<file path="src/rtl/bmw_pkg.sv">
package bmw_pkg;
  localparam int BYTE_W     = 8;
  localparam int PTR_W      = 32;
  localparam int BUS_W      = 32;
  localparam int PART_BYTES = 4;

  typedef enum logic [1:0] {
    SZ_BYTE     = 2'd0,
    SZ_HALF     = 2'd1,
    SZ_WORD     = 2'd2,
    SZ_WORD_ALT = 2'd3
  } acc_size_e;

  typedef enum logic [1:0] {
    REG_CMD  = 2'd0,
    REG_MODE = 2'd1,
    REG_STAT = 2'd2,
    REG_TIM  = 2'd3
  } ctrl_reg_e;

  localparam logic [7:0] STAT_THRU  = 8'h60;
  localparam logic [7:0] STAT_W1C   = 8'h06;
  localparam logic [7:0] STAT_ZERO  = 8'h98;
  localparam logic [7:0] MODE_WMASK = 8'h30;

  function automatic logic [3:0] lane_mask(input logic [1:0] sz);
    case (sz)
      SZ_BYTE: lane_mask = 4'b0001;
      SZ_HALF: lane_mask = 4'b0011;
      default: lane_mask = 4'b1111;
    endcase
  endfunction

  function automatic logic [BUS_W-1:0] width_mask(input logic [1:0] sz);
    case (sz)
      SZ_BYTE: width_mask = 32'h0000_00FF;
      SZ_HALF: width_mask = 32'h0000_FFFF;
      default: width_mask = 32'hFFFF_FFFF;
    endcase
  endfunction
endpackage

</file>
<file path="src/rtl/bmw_decode.sv">
module bmw_decode
  import bmw_pkg::*;
#(
  parameter int NUM_CH = 2,
  parameter int CH_W   = 1,
  parameter int ADDR_W = 4
) (
  input  logic              acc_valid,
  input  logic              acc_write,
  input  logic [ADDR_W-1:0] acc_addr,
  input  logic [1:0]        acc_size,
  input  logic [BUS_W-1:0]  acc_wdata,
  output logic [CH_W-1:0]   ch_idx,
  output logic [NUM_CH-1:0] ch_hit,
  output logic              is_ptr,
  output logic [1:0]        lane_off,
  output logic [3:0]        ctrl_we,
  output logic [3:0]        ptr_be,
  output logic [PTR_W-1:0]  ptr_wd,
  output logic [7:0]        wbyte
);
  logic       wr_any;
  logic [7:0] be_wide;

  assign wr_any   = acc_valid && acc_write;
  assign is_ptr   = acc_addr[2];
  assign lane_off = acc_addr[1:0];
  assign wbyte    = acc_wdata[7:0];

  generate
    if (NUM_CH > 1) begin : g_multi
      assign ch_idx = acc_addr[ADDR_W-1:3];
    end else begin : g_single
      logic unused_hi;
      assign unused_hi = acc_addr[ADDR_W-1];
      assign ch_idx    = '0;
    end
  endgenerate

  for (genvar c = 0; c < NUM_CH; c++) begin : g_hit
    assign ch_hit[c] = (ch_idx == CH_W'(c));
  end

  // control part: byte writes only
  always_comb begin
    ctrl_we = 4'b0000;
    if (wr_any && !is_ptr && acc_size == SZ_BYTE)
      ctrl_we = 4'b0001 << lane_off;
  end

  // pointer part: lanes shifted to the addressed byte, overflow dropped
  assign be_wide = {4'b0000, lane_mask(acc_size)} << lane_off;
  assign ptr_be  = (wr_any && is_ptr) ? be_wide[3:0] : 4'b0000;
  assign ptr_wd  = acc_wdata << {lane_off, 3'b000};
endmodule

</file>
<file path="src/rtl/bmw_chan_regs.sv">
module bmw_chan_regs
  import bmw_pkg::*;
(
  input  logic             clk,
  input  logic             rst,
  input  logic             hit,
  input  logic [3:0]       ctrl_we,
  input  logic [7:0]       wbyte,
  input  logic [3:0]       ptr_be,
  input  logic [PTR_W-1:0] ptr_wd,
  input  logic             active_in,
  input  logic             err_set,
  input  logic             irq_set,
  output logic [7:0]       cmd_q,
  output logic             cmd_pulse,
  output logic [7:0]       stat_q,
  output logic [7:0]       tim_q,
  output logic [PTR_W-1:0] ptr_q
);
  logic [3:0]       we;
  logic [3:0]       be;
  logic [7:0]       stat_nx;
  logic [PTR_W-1:2] ptr_hi;

  assign we = ctrl_we & {4{hit}};
  assign be = ptr_be & {4{hit}};

  always_comb begin
    stat_nx = stat_q;
    if (we[REG_STAT])
      stat_nx = (wbyte & STAT_THRU) | (stat_q & ~wbyte & STAT_W1C);
    stat_nx[0] = active_in;
    if (err_set) stat_nx[1] = 1'b1;
    if (irq_set) stat_nx[2] = 1'b1;
  end

  always_ff @(posedge clk) begin
    if (rst) begin
      cmd_q     <= '0;
      cmd_pulse <= 1'b0;
      stat_q    <= '0;
      tim_q     <= '0;
    end else begin
      cmd_pulse <= we[REG_CMD];
      if (we[REG_CMD]) cmd_q <= wbyte;
      if (we[REG_TIM]) tim_q <= wbyte;
      stat_q <= stat_nx;
    end
  end

  always_ff @(posedge clk) begin
    if (rst) begin
      ptr_hi <= '0;
    end else begin
      for (int j = 0; j < PART_BYTES; j++) begin
        if (be[j]) begin
          if (j == 0) ptr_hi[7:2] <= ptr_wd[7:2];
          else        ptr_hi[j*8 +: 8] <= ptr_wd[j*8 +: 8];
        end
      end
    end
  end

  assign ptr_q = {ptr_hi, 2'b00};

  a_r6_active_tracks: assert property (@(posedge clk) disable iff (rst)
    1'b1 |=> stat_q[0] == $past(active_in));
  a_r7_err_sets: assert property (@(posedge clk) disable iff (rst)
    err_set |=> stat_q[1]);
  a_r7_irq_sets: assert property (@(posedge clk) disable iff (rst)
    irq_set |=> stat_q[2]);
  a_r5_w1c_clears: assert property (@(posedge clk) disable iff (rst)
    (we[REG_STAT] && wbyte[1] && !err_set) |=> !stat_q[1]);
  a_r5_zero_bits: assert property (@(posedge clk) disable iff (rst)
    (stat_q & STAT_ZERO) == 8'h00);
  a_r9_ptr_hold: assert property (@(posedge clk) disable iff (rst)
    (be == 4'b0000) |=> $stable(ptr_q));
endmodule

</file>
<file path="src/rtl/bmw_rdmux.sv">
module bmw_rdmux
  import bmw_pkg::*;
#(
  parameter int NUM_CH = 2,
  parameter int CH_W   = 1
) (
  input  logic [CH_W-1:0]               ch_idx,
  input  logic                          is_ptr,
  input  logic [1:0]                    lane_off,
  input  logic [1:0]                    acc_size,
  input  logic [7:0]                    mode_in,
  input  logic [NUM_CH-1:0][7:0]        cmd_arr,
  input  logic [NUM_CH-1:0][7:0]        stat_arr,
  input  logic [NUM_CH-1:0][7:0]        tim_arr,
  input  logic [NUM_CH-1:0][PTR_W-1:0]  ptr_arr,
  output logic [BUS_W-1:0]              rdata
);
  logic [63:0] ptr_ext;
  logic [63:0] ptr_sh;
  logic [7:0]  ctrl_byte;

  assign ptr_ext = {32'hFFFF_FFFF, ptr_arr[ch_idx]};
  assign ptr_sh  = ptr_ext >> {lane_off, 3'b000};

  always_comb begin
    case (ctrl_reg_e'(lane_off))
      REG_CMD:  ctrl_byte = cmd_arr[ch_idx];
      REG_MODE: ctrl_byte = mode_in;
      REG_STAT: ctrl_byte = stat_arr[ch_idx];
      default:  ctrl_byte = tim_arr[ch_idx];
    endcase
  end

  always_comb begin
    if (is_ptr)
      rdata = ptr_sh[31:0] & width_mask(acc_size);
    else if (acc_size != SZ_BYTE)
      rdata = width_mask(acc_size);
    else
      rdata = {24'h0, ctrl_byte};
  end
endmodule

</file>
<file path="src/rtl/busmaster_regwin.sv">
module busmaster_regwin
  import bmw_pkg::*;
#(
  parameter  int NUM_CH = 2,
  localparam int CH_W   = (NUM_CH > 1) ? $clog2(NUM_CH) : 1,
  localparam int ADDR_W = CH_W + 3
) (
  input  logic                   clk,
  input  logic                   rst,
  input  logic                   acc_valid,
  input  logic                   acc_write,
  input  logic [ADDR_W-1:0]      acc_addr,
  input  logic [1:0]             acc_size,
  input  logic [31:0]            acc_wdata,
  output logic                   rd_valid,
  output logic [31:0]            rd_data,
  input  logic [7:0]             mode_in,
  output logic                   mode_wr,
  output logic [7:0]             mode_wdata,
  output logic [NUM_CH-1:0]      cmd_wr,
  output logic [NUM_CH*8-1:0]    cmd_byte,
  input  logic [NUM_CH-1:0]      eng_active,
  input  logic [NUM_CH-1:0]      eng_err_set,
  input  logic [NUM_CH-1:0]      eng_irq_set,
  output logic [NUM_CH*8-1:0]    udma_timing,
  output logic [NUM_CH*32-1:0]   desc_ptr
);
  logic [CH_W-1:0]              ch_idx;
  logic [NUM_CH-1:0]            ch_hit;
  logic                         is_ptr;
  logic [1:0]                   lane_off;
  logic [3:0]                   ctrl_we;
  logic [3:0]                   ptr_be;
  logic [PTR_W-1:0]             ptr_wd;
  logic [7:0]                   wbyte;
  logic [NUM_CH-1:0][7:0]       cmd_arr;
  logic [NUM_CH-1:0][7:0]       stat_arr;
  logic [NUM_CH-1:0][7:0]       tim_arr;
  logic [NUM_CH-1:0][PTR_W-1:0] ptr_arr;
  logic [BUS_W-1:0]             rdata_c;

  bmw_decode #(.NUM_CH(NUM_CH), .CH_W(CH_W), .ADDR_W(ADDR_W)) u_dec (
    .acc_valid (acc_valid),
    .acc_write (acc_write),
    .acc_addr  (acc_addr),
    .acc_size  (acc_size),
    .acc_wdata (acc_wdata),
    .ch_idx    (ch_idx),
    .ch_hit    (ch_hit),
    .is_ptr    (is_ptr),
    .lane_off  (lane_off),
    .ctrl_we   (ctrl_we),
    .ptr_be    (ptr_be),
    .ptr_wd    (ptr_wd),
    .wbyte     (wbyte)
  );

  for (genvar c = 0; c < NUM_CH; c++) begin : g_ch
    bmw_chan_regs u_regs (
      .clk       (clk),
      .rst       (rst),
      .hit       (ch_hit[c]),
      .ctrl_we   (ctrl_we),
      .wbyte     (wbyte),
      .ptr_be    (ptr_be),
      .ptr_wd    (ptr_wd),
      .active_in (eng_active[c]),
      .err_set   (eng_err_set[c]),
      .irq_set   (eng_irq_set[c]),
      .cmd_q     (cmd_arr[c]),
      .cmd_pulse (cmd_wr[c]),
      .stat_q    (stat_arr[c]),
      .tim_q     (tim_arr[c]),
      .ptr_q     (ptr_arr[c])
    );
    assign cmd_byte[c*8 +: 8]     = cmd_arr[c];
    assign udma_timing[c*8 +: 8]  = tim_arr[c];
    assign desc_ptr[c*32 +: 32]   = ptr_arr[c];
  end

  bmw_rdmux #(.NUM_CH(NUM_CH), .CH_W(CH_W)) u_rd (
    .ch_idx   (ch_idx),
    .is_ptr   (is_ptr),
    .lane_off (lane_off),
    .acc_size (acc_size),
    .mode_in  (mode_in),
    .cmd_arr  (cmd_arr),
    .stat_arr (stat_arr),
    .tim_arr  (tim_arr),
    .ptr_arr  (ptr_arr),
    .rdata    (rdata_c)
  );

  always_ff @(posedge clk) begin
    if (rst) begin
      rd_valid   <= 1'b0;
      rd_data    <= '0;
      mode_wr    <= 1'b0;
      mode_wdata <= '0;
    end else begin
      rd_valid <= acc_valid && !acc_write;
      if (acc_valid && !acc_write) rd_data <= rdata_c;
      mode_wr <= ctrl_we[REG_MODE];
      if (ctrl_we[REG_MODE])
        mode_wdata <= (mode_in & ~MODE_WMASK) | (wbyte & MODE_WMASK);
    end
  end

  a_r2_rd_latency: assert property (@(posedge clk) disable iff (rst)
    (acc_valid && !acc_write) |=> rd_valid);
  a_r2_wide_ctrl_write_dropped: assert property (@(posedge clk) disable iff (rst)
    (acc_valid && acc_write && !acc_addr[2] && acc_size != 2'd0)
      |=> (cmd_wr == '0 && !mode_wr));
  a_r3_cmd_pulse_single: assert property (@(posedge clk) disable iff (rst)
    $onehot0(cmd_wr));
  a_r4_mode_keeps_unmasked: assert property (@(posedge clk) disable iff (rst)
    (acc_valid && acc_write && !acc_addr[2] && acc_addr[1:0] == 2'd1 &&
     acc_size == 2'd0) |=> (mode_wr && (mode_wdata & 8'hCF) == ($past(mode_in) & 8'hCF)));
endmodule

</file>
<file path="config.mk">
export PLATFORM = sky130hd
export DESIGN_NAME = busmaster_regwin
export DESIGN_NICKNAME = d
export VERILOG_FILES = /design/src/rtl/bmw_pkg.sv /design/src/rtl/bmw_decode.sv /design/src/rtl/bmw_chan_regs.sv /design/src/rtl/bmw_rdmux.sv /design/src/rtl/busmaster_regwin.sv
export SDC_FILE = /design/constraint.sdc
export NUM_CORES = 1
export LEC_CHECK = 0
export BUFFER_PORTS_ARGS = -buffer_cell sky130_fd_sc_hd__buf_4
export CAP_MARGIN = 40
export CELL_PAD_IN_SITES_DETAIL_PLACEMENT = 0
export CELL_PAD_IN_SITES_GLOBAL_PLACEMENT = 1
export CORE_AREA = 2 2 145 147
export DETAILED_ROUTE_END_ITERATION = 10
export DIE_AREA = 0 0 147 149
export PLACE_DENSITY_LB_ADDON = 0.08
export SETUP_SLACK_MARGIN = 0.05
export SLEW_MARGIN = 25
export SYNTH_ARGS = -nofsm -noshare
export SYNTH_HDL_FRONTEND = slang
export SYNTH_SLANG_ARGS = --single-unit
</file>
<file path="constraint.sdc">
create_clock -name clk -period 1.55 [get_ports clk]
set_input_delay 0.155 -clock clk [delete_from_list [all_inputs] [get_ports clk]]
set_output_delay 0.155 -clock clk [all_outputs]
set_load 0.05 [all_outputs]
</file>
==> impl_metrics.ini <==
[critical_path]
arrival_ps = 1800
crit_required_ps = 1860
rr_worst_depth = 4
worst_setup_path_start_kind = flip-flop
path_class = reg -> reg
worst_setup_path_end_kind = flip-flop
worst-path-max-fanout = 4

[power_and_ir_drop]
cellPowerDensity_nw_per_um2 = 935
peakVddDrop_v = 0.000822
p_sw_share_pct = 28.5
pwr-share-clk_pct = 43.1
power_leakage_uw = 0.00456
p_seq_share_pct = 41.2
p_int_uw = 6780
combPwrFrac_pct = 15.7
power_switching_uw = 2710

[final_layout]
final_core_util_pct = 49.4
fillers = 1989
area_delta_synth_final_pct = 41.6
insertedDiodeCount = 0
nets = 1052
drive_gt1_share_pct = 40.0

[logic_synthesis]
yosys.area_share.simple_pct = 16.0
async_reset_ff_share_pct = 0
synth_ff_type = dfxtp_1
ys_seq_elements = 146
synth_top_family_by_area = multiplexers
synth-edff-count = 0
syn_area_um2 = 7170
syn_inst = 751
yosysUniqueCellTypes = 53
synth-adder-area-share_pct = 0
avgSynthCellArea_um2 = 9.54
synthMuxAreaShare_pct = 23.5
seq_area_frac_synth_pct = 40.8
synth_xor_area_share_pct = 0
synth-compound-area-share_pct = 13.7
synth_warnings = 0

[routing]
vias = 6728
vias_per_cell = 5.24
wl_per_cell_um = 20.6
firstDrtPassIters = 5
drt-initial-drc-count = 405
ant_nets = 0
drc_errors = 0
wl_um = 26500

[floorplanning]
coreArea_um2 = 20600
rows = 53
start_util_pct = 34.9
die_h_um = 149
fp.dieW_um = 147
die-area_um2 = 21900
ios = 196

[place]
dp_hpwl_um = 20300
port-buffer-count = 191
gp_congestion = 0.832
place_ws_ps = -132

[grt]
grt_pass1_vias = 6585
grt_max_degree = 70
track_usage_pct = 24.2
grt_pass1_wl_um = 40000
antenna_found_initial = 1
grt_remaining_overflow = 0

[clock_network]
cts_root_buf = clkbuf_16
path_clk_slew_ps = 70
cts_tree = built
clkSinkCount = 146
clockBufferDepth = 2
cts.htree.levels = 4
clk_latency_ps = 430
cts_buffers = 17

[run_status]
status = finished, final reports clean

[sta]
slew_violations = 0
slew_headroom_pct = 51.7
fin_skew_ps = 12.3
setup_viol = 0
hold_violations = 0
setup-tns-final_ps = 0
fin_crit_ps = 1500
fmax_mhz = 668
tightest_slew_ps = 722
finalCritPeriodShare_pct = 96.6
hold_slack_ps = 18.4
fin_ws_ps = 53.1
rsz0062_at_grt = yes

[run]
cap_violations = 0

[min_path]
holdPathStages = 3
hold_class = in -> reg
per-layer routing:
layer	track usage, %	wire length (um)	part of all wire, %
met5	0	0	0
met4	6.20	351	1.3
met3	3.88	1380	5.2
met2	38.0	12100	46
met1	34.9	12600	48
registers in the layout, indices dropped and copies added (netlist names):
register,flops
g_ch.u_regs.cmd_pulse,2
g_ch.u_regs.cmd_q,16
g_ch.u_regs.ptr_hi,60
g_ch.u_regs.stat_q,10
g_ch.u_regs.tim_q,16
mode_wdata,8
mode_wr,1
rd_data,32
rd_valid,1
critical path, cell delays in order, from the launching register on:
cell	delay (ps)
dfxtp_2	340
mux4_2	550
nor2_2	110
a21oi_1	60
a221o_1	320
power by group through the flow:
stage               logic, uW  registers [uW]  clock network (uW)
finish                   1490            3910                4090
global route             1580            3920                4310
CTS                      1480            3910                4160
detailed placement       1460            4000                   0
global placement         1440            3990                   0
floorplan                 629            4250                   0
synth_stat cells, types with 5 or more instances:
master / number / area, um^2
nand3b_1: 5 / 37.5
nor2_1: 100 / 375
buf_2: 13 / 65.1
mux2i_1: 121 / 1210
o211ai_1: 8 / 60.1
a21oi_1: 60 / 300
a221o_1: 8 / 80.1
nor2b_1: 5 / 31.3
nand2_1: 43 / 161
a211oi_1: 16 / 120
buf_6: 10 / 113
o21ai_1: 11 / 55.1
mux4_2: 17 / 383
clkbuf_1: 33 / 124
mux2_2: 8 / 90.1
buf_4: 14 / 105
nor3_1: 34 / 170
dfxtp_1: 146 / 2920
o22ai_1: 6 / 37.5
o21ai_0: 20 / 100
o2bb2ai_1: 8 / 70.1
area by class of cell:
| class | instances | area [um^2] | area share [%] |
|---|---|---|---|
| Clock buffer | 21 | 470 | 4.64 |
| Clock inverter | 11 | 118 | 1.16 |
| Inverter | 5 | 18.8 | 0.185 |
| Multi-Input combinational cell | 532 | 3860 | 38.1 |
| Sequential cell | 146 | 2970 | 29.2 |
| Tap cell | 275 | 344 | 3.39 |
| Timing Repair Buffer | 294 | 2360 | 23.3 |
cell families after synthesis:
family,Yosys count
multiplexers,146
other,1
flip-flops,146
AO/OA/AOI/OAI,154
buffers and inverters,76
AND/OR/NAND/NOR,228
repair_timing:
item,in CTS,in global routing
pin swaps,0,8
endpoints found under the setup margin,1,10
buffers inserted,0,3
gates cloned,0,0
hold buffers,8,0
resized for setup,1,11
hold endpoints to repair,8,0
placed cells by master, fill, tap and decap left out, types with 8 or more instances in the layout:
cell type / count
nor2_1: 94
dfxtp_1: 114
dlygate4sd3_1: 8
o211ai_1: 8
nand2_1: 43
o2bb2ai_1: 8
clkbuf_16: 17
dfxtp_2: 31
a221o_1: 8
o21ai_0: 20
a21oi_1: 58
buf_4: 275
mux2i_1: 121
buf_12: 11
mux2_2: 8
a211oi_1: 16
mux4_2: 17
o21ai_1: 11
nor3_1: 34
final timing paths:
kind	end	startpoint	slack (ps)
min reg2reg	rd_data[18]	rd_data[18]	450
min	mode_wdata[3]	mode_in[3]	20
max reg2reg	rd_data[13]	g_ch[1].u_regs.ptr_hi[29]	50
max	rd_data[13]	g_ch[1].u_regs.ptr_hi[29]	50
through the flow:
| step | std cells | instance area (um^2) | total power [uW] |
|---|---|---|---|
| final | 1284 | 10100 | 9490 |
| after global routing | 1284 | 10100 | 9810 |
| after CTS | 1280 | 10100 | 9550 |
| after detailed placement | 1240 | 9410 | 5450 |
| after global placement | 1240 | 9410 | 5430 |
| after floorplan | 754 | 7220 | 4880 |
(Power assumes the default switching activity.)
